[config.mk]
export PLATFORM = sky130hd
export DESIGN_NAME = mmio_mul_cop
export DESIGN_NICKNAME = d
export VERILOG_FILES = /design/src/rtl/cop_pkg.sv /design/src/rtl/cop_decode.sv /design/src/rtl/cop_engine.sv /design/src/rtl/mmio_mul_cop.sv
export SDC_FILE = /design/constraint.sdc
export NUM_CORES = 1
export LEC_CHECK = 0
export ABC_AREA = 1
export CORE_MARGIN = 2
export CORE_UTILIZATION = 40
export CTS_BUF_LIST = sky130_fd_sc_hd__clkbuf_2
export DETAILED_ROUTE_END_ITERATION = 8
export GPL_TIMING_DRIVEN = 0
export PLACE_DENSITY = 0.6
export SYNTH_ARGS = -nofsm -noshare
export SYNTH_HDL_FRONTEND = slang
export SYNTH_SLANG_ARGS = --single-unit
[constraint.sdc]
create_clock -name clk -period 1.83 [get_ports clk]
set_input_delay 0.366 -clock clk [delete_from_list [all_inputs] [get_ports clk]]
set_output_delay 0.366 -clock clk [all_outputs]
set_load 0.03 [all_outputs]
[src/rtl/cop_pkg.sv]
package cop_pkg;
   typedef enum logic {
      OP_MUL = 1'b0,
      OP_DIV = 1'b1
   } cop_op_e;

   localparam int unsigned SLOT_COUNT = 4;
   localparam int unsigned SLOT_MPLIER = 0;
   localparam int unsigned SLOT_ACCUM  = 1;
   localparam int unsigned SLOT_MCAND  = 2;
   localparam int unsigned SLOT_CMD    = 3;
endpackage

[src/rtl/cop_decode.sv]
module cop_decode #(
   parameter int unsigned AW   = 8,
   parameter logic [AW-1:0] BASE = 8'h40
) (
   input  logic [AW-1:0] addr,
   input  logic          rd,
   input  logic          wr,
   output logic          hit,
   output logic [cop_pkg::SLOT_COUNT-1:0] rd_sel,
   output logic [cop_pkg::SLOT_COUNT-1:0] wr_sel
);
   localparam int unsigned OFS_W = $clog2(cop_pkg::SLOT_COUNT);

   if (BASE[OFS_W-1:0] != '0) begin : g_bad_base
      $error("cop_decode: BASE must be aligned to the window size");
   end
   if (AW <= OFS_W) begin : g_bad_aw
      $error("cop_decode: AW too small for the window");
   end

   logic [cop_pkg::SLOT_COUNT-1:0] sel;

   assign hit = (addr[AW-1:OFS_W] == BASE[AW-1:OFS_W]);

   for (genvar i = 0; i < cop_pkg::SLOT_COUNT; i++) begin : g_sel
      assign sel[i]    = hit && (addr[OFS_W-1:0] == OFS_W'(i));
      assign rd_sel[i] = sel[i] && rd;
      assign wr_sel[i] = sel[i] && wr;
   end
endmodule

[src/rtl/cop_engine.sv]
module cop_engine
   import cop_pkg::*;
#(
   parameter int unsigned W = 16
) (
   input  logic         clk,
   input  logic         rst_n,
   input  logic         start,
   input  cop_op_e      op_in,
   input  logic [2:0]   ld,
   input  logic [W-1:0] ld_data,
   output logic         run,
   output cop_op_e      op,
   output logic [W-1:0] mplier_q,
   output logic [W-1:0] accum_q,
   output logic [W-1:0] mcand_q
);
   localparam int unsigned CW = (W < 2) ? 1 : $clog2(W);
   localparam logic [CW-1:0] LAST = CW'(W - 1);

   if (W < 2) begin : g_bad_w
      $error("cop_engine: W must be at least 2");
   end

   logic [CW-1:0] cnt;
   logic [W:0]    sum;
   logic [W-1:0]  accum_n, mplier_n;

   // sequencer: W step cycles per launch
   always_ff @(posedge clk or negedge rst_n) begin
      if (!rst_n) begin
         run <= 1'b0;
         cnt <= '0;
         op  <= OP_MUL;
      end else if (run) begin
         cnt <= cnt + 1'b1;
         if (cnt == LAST) run <= 1'b0;
      end else if (start) begin
         run <= 1'b1;
         cnt <= '0;
         op  <= op_in;
      end
   end

   // one shift-and-add step
   always_comb begin
      sum = {1'b0, accum_q} + {1'b0, mcand_q};
      if (mplier_q[0]) begin
         accum_n  = sum[W:1];
         mplier_n = {sum[0], mplier_q[W-1:1]};
      end else begin
         accum_n  = {1'b0, accum_q[W-1:1]};
         mplier_n = {accum_q[0], mplier_q[W-1:1]};
      end
   end

   always_ff @(posedge clk or negedge rst_n) begin
      if (!rst_n) begin
         mplier_q <= '0;
         accum_q  <= '0;
         mcand_q  <= '0;
      end else if (run) begin
         if (op == OP_MUL) begin
            mplier_q <= mplier_n;
            accum_q  <= accum_n;
         end
      end else begin
         if (ld[SLOT_MPLIER]) mplier_q <= ld_data;
         if (ld[SLOT_ACCUM])  accum_q  <= ld_data;
         if (ld[SLOT_MCAND])  mcand_q  <= ld_data;
      end
   end

   a_r3_start_sets_run: assert property (@(posedge clk) disable iff (!rst_n)
      (start && !run) |=> run);
   a_r8_busy_start_ignored: assert property (@(posedge clk) disable iff (!rst_n)
      (start && run) |=> $stable(op));
   a_r8_mcand_held: assert property (@(posedge clk) disable iff (!rst_n)
      run |=> $stable(mcand_q));
   a_r9_div_holds_regs: assert property (@(posedge clk) disable iff (!rst_n)
      (run && op == OP_DIV) |=> ($stable(accum_q) && $stable(mplier_q)));
endmodule

[src/rtl/mmio_mul_cop.sv]
module mmio_mul_cop
   import cop_pkg::*;
#(
   parameter int unsigned   W    = 16,
   parameter int unsigned   AW   = 8,
   parameter logic [AW-1:0] BASE = 8'h40
) (
   input  logic          clk,
   input  logic          rst_n,
   input  logic [AW-1:0] bus_addr,
   input  logic [W-1:0]  bus_wdata,
   input  logic          bus_rd,
   input  logic          bus_wr,
   output logic [W-1:0]  bus_rdata,
   output logic          bus_wait
);
   logic                  hit;
   logic [SLOT_COUNT-1:0] rd_sel, wr_sel;
   logic                  run;
   cop_op_e               op;
   logic [W-1:0]          mplier_q, accum_q, mcand_q;
   logic [W-1:0]          status_word;

   cop_decode #(.AW(AW), .BASE(BASE)) dec_i (
      .addr   (bus_addr),
      .rd     (bus_rd),
      .wr     (bus_wr),
      .hit    (hit),
      .rd_sel (rd_sel),
      .wr_sel (wr_sel)
   );

   cop_engine #(.W(W)) eng_i (
      .clk      (clk),
      .rst_n    (rst_n),
      .start    (wr_sel[SLOT_CMD]),
      .op_in    (cop_op_e'(bus_wdata[0])),
      .ld       (wr_sel[2:0]),
      .ld_data  (bus_wdata),
      .run      (run),
      .op       (op),
      .mplier_q (mplier_q),
      .accum_q  (accum_q),
      .mcand_q  (mcand_q)
   );

   assign status_word = {{(W-2){1'b0}}, op, run};

   always_comb begin
      bus_rdata = '0;
      unique case (1'b1)
         rd_sel[SLOT_MPLIER]: bus_rdata = mplier_q;
         rd_sel[SLOT_ACCUM]:  bus_rdata = accum_q;
         rd_sel[SLOT_MCAND]:  bus_rdata = mcand_q;
         rd_sel[SLOT_CMD]:    bus_rdata = status_word;
         default:             bus_rdata = '0;
      endcase
   end

   assign bus_wait = run && (rd_sel[SLOT_MPLIER] || rd_sel[SLOT_ACCUM]);

   a_r6_wait_needs_run: assert property (@(posedge clk) disable iff (!rst_n)
      bus_wait |-> run);
   a_r10_outside_silent: assert property (@(posedge clk) disable iff (!rst_n)
      (bus_rd && !hit) |-> (bus_rdata == '0 && !bus_wait));
   a_r11_idle_bus_zero: assert property (@(posedge clk) disable iff (!rst_n)
      !bus_rd |-> (bus_rdata == '0));
endmodule

# After elaboration in Yosys (flattened, before gate mapping)
# Index checks and enable logic that the tools add are counted.
# classes
n_addsub,2
eq_ne,6
mux,14
n_bitwise,1
n_reduce_logical,22
# op_table
operator,n
16-bit 2-to-1 mux,8
16-bit one-hot mux with 4 select lines,1
16-bit by 16-bit adder with 17-bit output,1
1-bit logical AND,13
4-bit 2-to-1 mux,2
2-bit AND reduction,4
"6-bit by 5-bit equality test with 1-bit output, second input constant",1
2-bit nonzero test,3
"4-bit by 1-bit adder with 4-bit output, second input constant",1
"2-bit equality test, second input constant",2
"4-bit equality test, second input constant",1
1-bit 2-to-1 mux,3
"2-bit by 1-bit equality test with 1-bit output, second input constant",1
2-bit zero test,1
"2-bit != test, second input constant",1
1-bit logical OR,1
1-bit NOT,1
# totals
register_bits,54
input_bits,28
output_inout_bits,17
wordCells,51

# Logic depth before layout (Yosys ltp)
# logic_depth
depth_word,5
depth_mapped,12

# By module
# From an unflattened synthesis, not the netlist that was laid out.
# hier_totals
hier_cells,583
hier_area_um2,4022.6
# by_module_without_submodules
mod,instances,cells_each,area_per_inst_um2,seq_area_each_um2
cop_engine,1,478,3493.4,1351.3
mmio_mul_cop,1,81,420.4,0.0
cop_decode,1,24,108.9,0.0

# Worst setup path after synthesis
# No wires, ideal clock.
# synth_timing
path_kind,input to output
from,in bus_addr[3]
to,out bus_rdata[0]
t_arrival_ps,1554
t_required_ps,1464
setup_slack_ps,-90
path_stages,5
path_buffers,0
path_cell_list,nor2_2 nand4_4 nor3_2 nand2_1 o2111ai_1
# synth_via
elab_chain_len,4
elab_cells_between_ends,10
classes_between,1 x eq/ne; 1 x mux; 8 x reduce/logical
# synth_lines
item,line_no,text
from (decl),mmio_mul_cop.sv:10,"input logic [AW-1:0] bus_addr,"
6-bit by 5-bit equality test with 1-bit output *,cop_decode.sv:23,assign hit = (addr[AW-1:OFS_W] == BASE[AW-1:OFS_W]);
1-bit logical AND,cop_decode.sv:26,assign sel[i] = hit && (addr[OFS_W-1:0] == OFS_W'(i));
1-bit logical AND,cop_decode.sv:27,assign rd_sel[i] = sel[i] && rd;
16-bit one-hot mux with 4 select lines *,mmio_mul_cop.sv:51,unique case (1'b1)
to (decl),mmio_mul_cop.sv:14,"output logic [W-1:0] bus_rdata,"
# Mark *: on every way between the ends. The rest lies on a longest branch, timed or not.

# Worst setup path in the final report
# layout_timing
from,in bus_addr[3]
to,out bus_rdata[15]
# Same word-level chain as after synthesis.

==> results.yml <==
global_routing:
  gr-usage-met3: 0.02780
  grt_pass1_vias: 3833
  met1_usage: 0.3329
  grt_max_degree: 30
  busiest_layer: "met2"
  grt_util_met2: 0.3550
  grt_pass1_wl_um: 18600
  antenna_found_initial: 0
  grt.overflow.total: 0
  globalRouteTotalUtil: 0.2262
critical_path:
  crit_required_ns: 1.46
  rrSetupSlack_ns: -0.08
  crit_path_cell_trace: "buf_6 -> nor2_4 -> nand4_4 -> nor3_4 -> inv_2 -> nor2_4 -> buf_12 -> nand2_4 -> o211ai_1 -> buf_4"
  critical_path_peak_fanout: 6
  crit_slowest_cell: "buf_4"
  path_class: "in2out"
  timing.rr.start: "eng_i.mcand_q[0]$_DFFE_PN0P_"
  r2r_end: "eng_i.accum_q[7]$_DFFE_PN0P_"
  cp.arrival_ns: 1.61
  startpoint_type: "input pin"
  reg2regPathDepth: 11
  slowest_delay_ns: 0.21
  crit_top_cell: "nor2_4"
  end_kind: "output pin"
status:
  failed_checks: "negative setup slack"
  status: "finished, violations left"
layout:
  mostFrequentLayoutCell: "nand2_1"
  n_antenna_cell: 0
  multi_input_area_um2: 2590
  fin_nets: 708
  n_fill_cell: 932
  final_cell_mix: "nand2_1, nor2_1, inv_1"
  seq_area_um2: 1356
  area_growth_syn_to_layout_pct: 36.34
  drive_gt1_frac: 0.2915
clock_tree:
  clockBufferDepth: 2
  cts.sinks: 54
  clkLatencyLatePin_ns: 0.46
  clkSlewWorstSetupHoldPaths_ns: 0.26
  htreeDepth: 2
  cts_tree: "done"
  clock-root-buffer: "clkbuf_2"
  cts_buffers: 5
routing:
  avgViaCountPerCell: 4.999
  wl_um: 11520
  drtIter0Drc: 288
  drcViolationCount: 0
  ant_nets: 0
  via_count: 3974
  first_pass_iters: 5
  wl_per_cell_um: 14.49
logic_synthesis:
  yosysUniqueCellTypes: 38
  synth_nets: 623
  postSynthCellCount: 577
  ys_seq_area_frac: 0.3470
  ys_async_sr_fraction: 1.000
  synth_area_per_cell_um2: 6.748
  synth_edf_count: 0
  ys_seq_elements: 54
  yosysWarnings: 0
  synth.cell_area_um2: 3894
  ys.flop_type: "dfrtp_1"
hold_path:
  min_path_cells: 5
  hp-start: "bus_addr[1]"
  hold_end: "eng_i.op$_DFFE_PN0P_"
  hold_class: "in2reg"
timing:
  setup_slack_ns: -0.1435
  hold_violations: 0
  drv_slew: 0
  rsz0062_at_grt: "true"
  period_minus_slack_ns: 1.974
  fmax_ghz: 0.5067
  tightest_slew_ns: 0.7058
  finClkSkew_ns: 0.01825
  slew_headroom: 0.5294
  period_share: 1.078
  finalSetupViolCount: 22
floorplanning:
  die_x_um: 102.7
  dieHeight_um: 102.7
  die_area_um2: 10540
  core_um2: 9594
  start_util: 0.4058
  pin_count: 45
  num_rows: 36
placed_design:
  port_buffers: 44
  gp_congestion: 0.8804
  hpwl_um: 8599
  dp_slack_ns: -1.263
power_and_ir_drop:
  power_uw: 5224
  peakVddDrop_v: 0.0004197
  power_density_nw_per_um2: 984.1
  p_leak_uw: 0.002620
job:
  max_cap_viol_count: 0
-- kinds of logic (layout without fill, tap and decap cells) --
logic type / Yosys count / count (layout) / share of synthesized area
fa+ha+maj: 18 / 18 / 0.05977
compound gates: 94 / 94 / 0.1321
xor+xnor: 5 / 5 / 0.01125
flops: 54 / 54 / 0.3470
mux: 4 / 4 / 0.01157
simple gates: 306 / 306 / 0.3345
buf+inv: 96 / 181 / 0.1038
-- layer usage --
| metal | routed length [um] | share of wire |
|---|---|---|
| met2 | 5195 | 0.45 |
| met5 | 0 | 0 |
| met1 | 5779 | 0.50 |
| met3 | 401 | 0.035 |
| met4 | 142 | 0.012 |
-- sequential cells by signal (all words and copies together) (netlist names) --
| register | cells |
|---|---|
| eng_i.op | 1 |
| eng_i.run | 1 |
| eng_i.mcand_q | 16 |
| eng_i.cnt | 4 |
| eng_i.mplier_q | 16 |
| eng_i.accum_q | 16 |
-- critical path: cells and delay by family --
family	cells	cell delay [ns]
simple gates	5	0.61
compound gates	1	0.12
buf+inv	4	0.52
-- worst max-delay path by stage --
| stage | end | cells past startpoint | from | slack (ns) |
|---|---|---|---|---|
| 6_report | bus_rdata[15] | 10 | bus_addr[3] | -0.14 |
| 5_1_grt | bus_rdata[15] | 10 | bus_addr[3] | -0.20 |
| 4_1_cts | bus_rdata[15] | 11 | bus_addr[6] | -0.19 |
| 3_5_place_dp | bus_rdata[9] | 7 | bus_addr[1] | -1.26 |
| 3_3_place_gp | eng_i.accum_q[11]$_DFFE_PN0P_ | 1 | rst_n | -1.38 |
| 2_1_floorplan | bus_rdata[0] | 5 | bus_addr[3] | -0.005 |
-- Yosys cell counts (2+ instances only) --
cell	number	area share
nor2_1	87	0.084
nand3_1	43	0.055
nand3_2	2	0.0051
buf_6	4	0.012
o211ai_1	5	0.0096
mux2_2	4	0.012
a22oi_2	2	0.0064
a21oi_1	44	0.057
or2_2	2	0.0032
nor3_1	4	0.0051
o2111ai_1	2	0.0045
a31oi_1	3	0.0048
nand2_1	155	0.15
nor2_2	3	0.0048
nand4_1	2	0.0032
dfrtp_1	54	0.35
o21ai_1	10	0.013
buf_2	6	0.0077
inv_1	73	0.070
clkbuf_1	9	0.0087
xor2_1	4	0.0090
ha_1	17	0.055
inv_2	2	0.0019
o21ai_0	26	0.033
-- power by group --
part           switching (uW)  internal [uW]
logic                    1600           1210
registers                 369           1570
clock network             397           85.0
total                    2370           2860
-- cell type report --
class                   instances  share of cell area
well taps                     133             0.03135
plain buffers                  19             0.02734
repair buffers                 79              0.1353
multi-input cells             427              0.4879
clock buffers                   5            0.004714
inverters                      76             0.05515
flip-flops and latches         54              0.2555
clock inverters                 2            0.002828
-- metrics by stage --
stage,hold slack [ns],util,cells,TNS (ns),cell area [um^2]
finish,0.3620,0.5533,795,-1.583,5309
global route,0.3615,0.5533,795,-3.276,5309
CTS,0.4168,0.5053,778,-2.609,4848
detailed placement,0.4553,0.4726,755,-30.02,4534
global placement,0.4845,0.4710,754,-102.80,4519
floorplan,0.07041,-,577,-0.01082,3913
-- what timing repair did --
item,4_1_cts,5_1_grt
buffers inserted,16,17
setup endpoints to repair,29,33
pin swaps,12,28
hold buffers,1,0
gates resized for setup,185,79
endpoints found under the hold margin,28,0
Power figures use the tool's default switching activity.
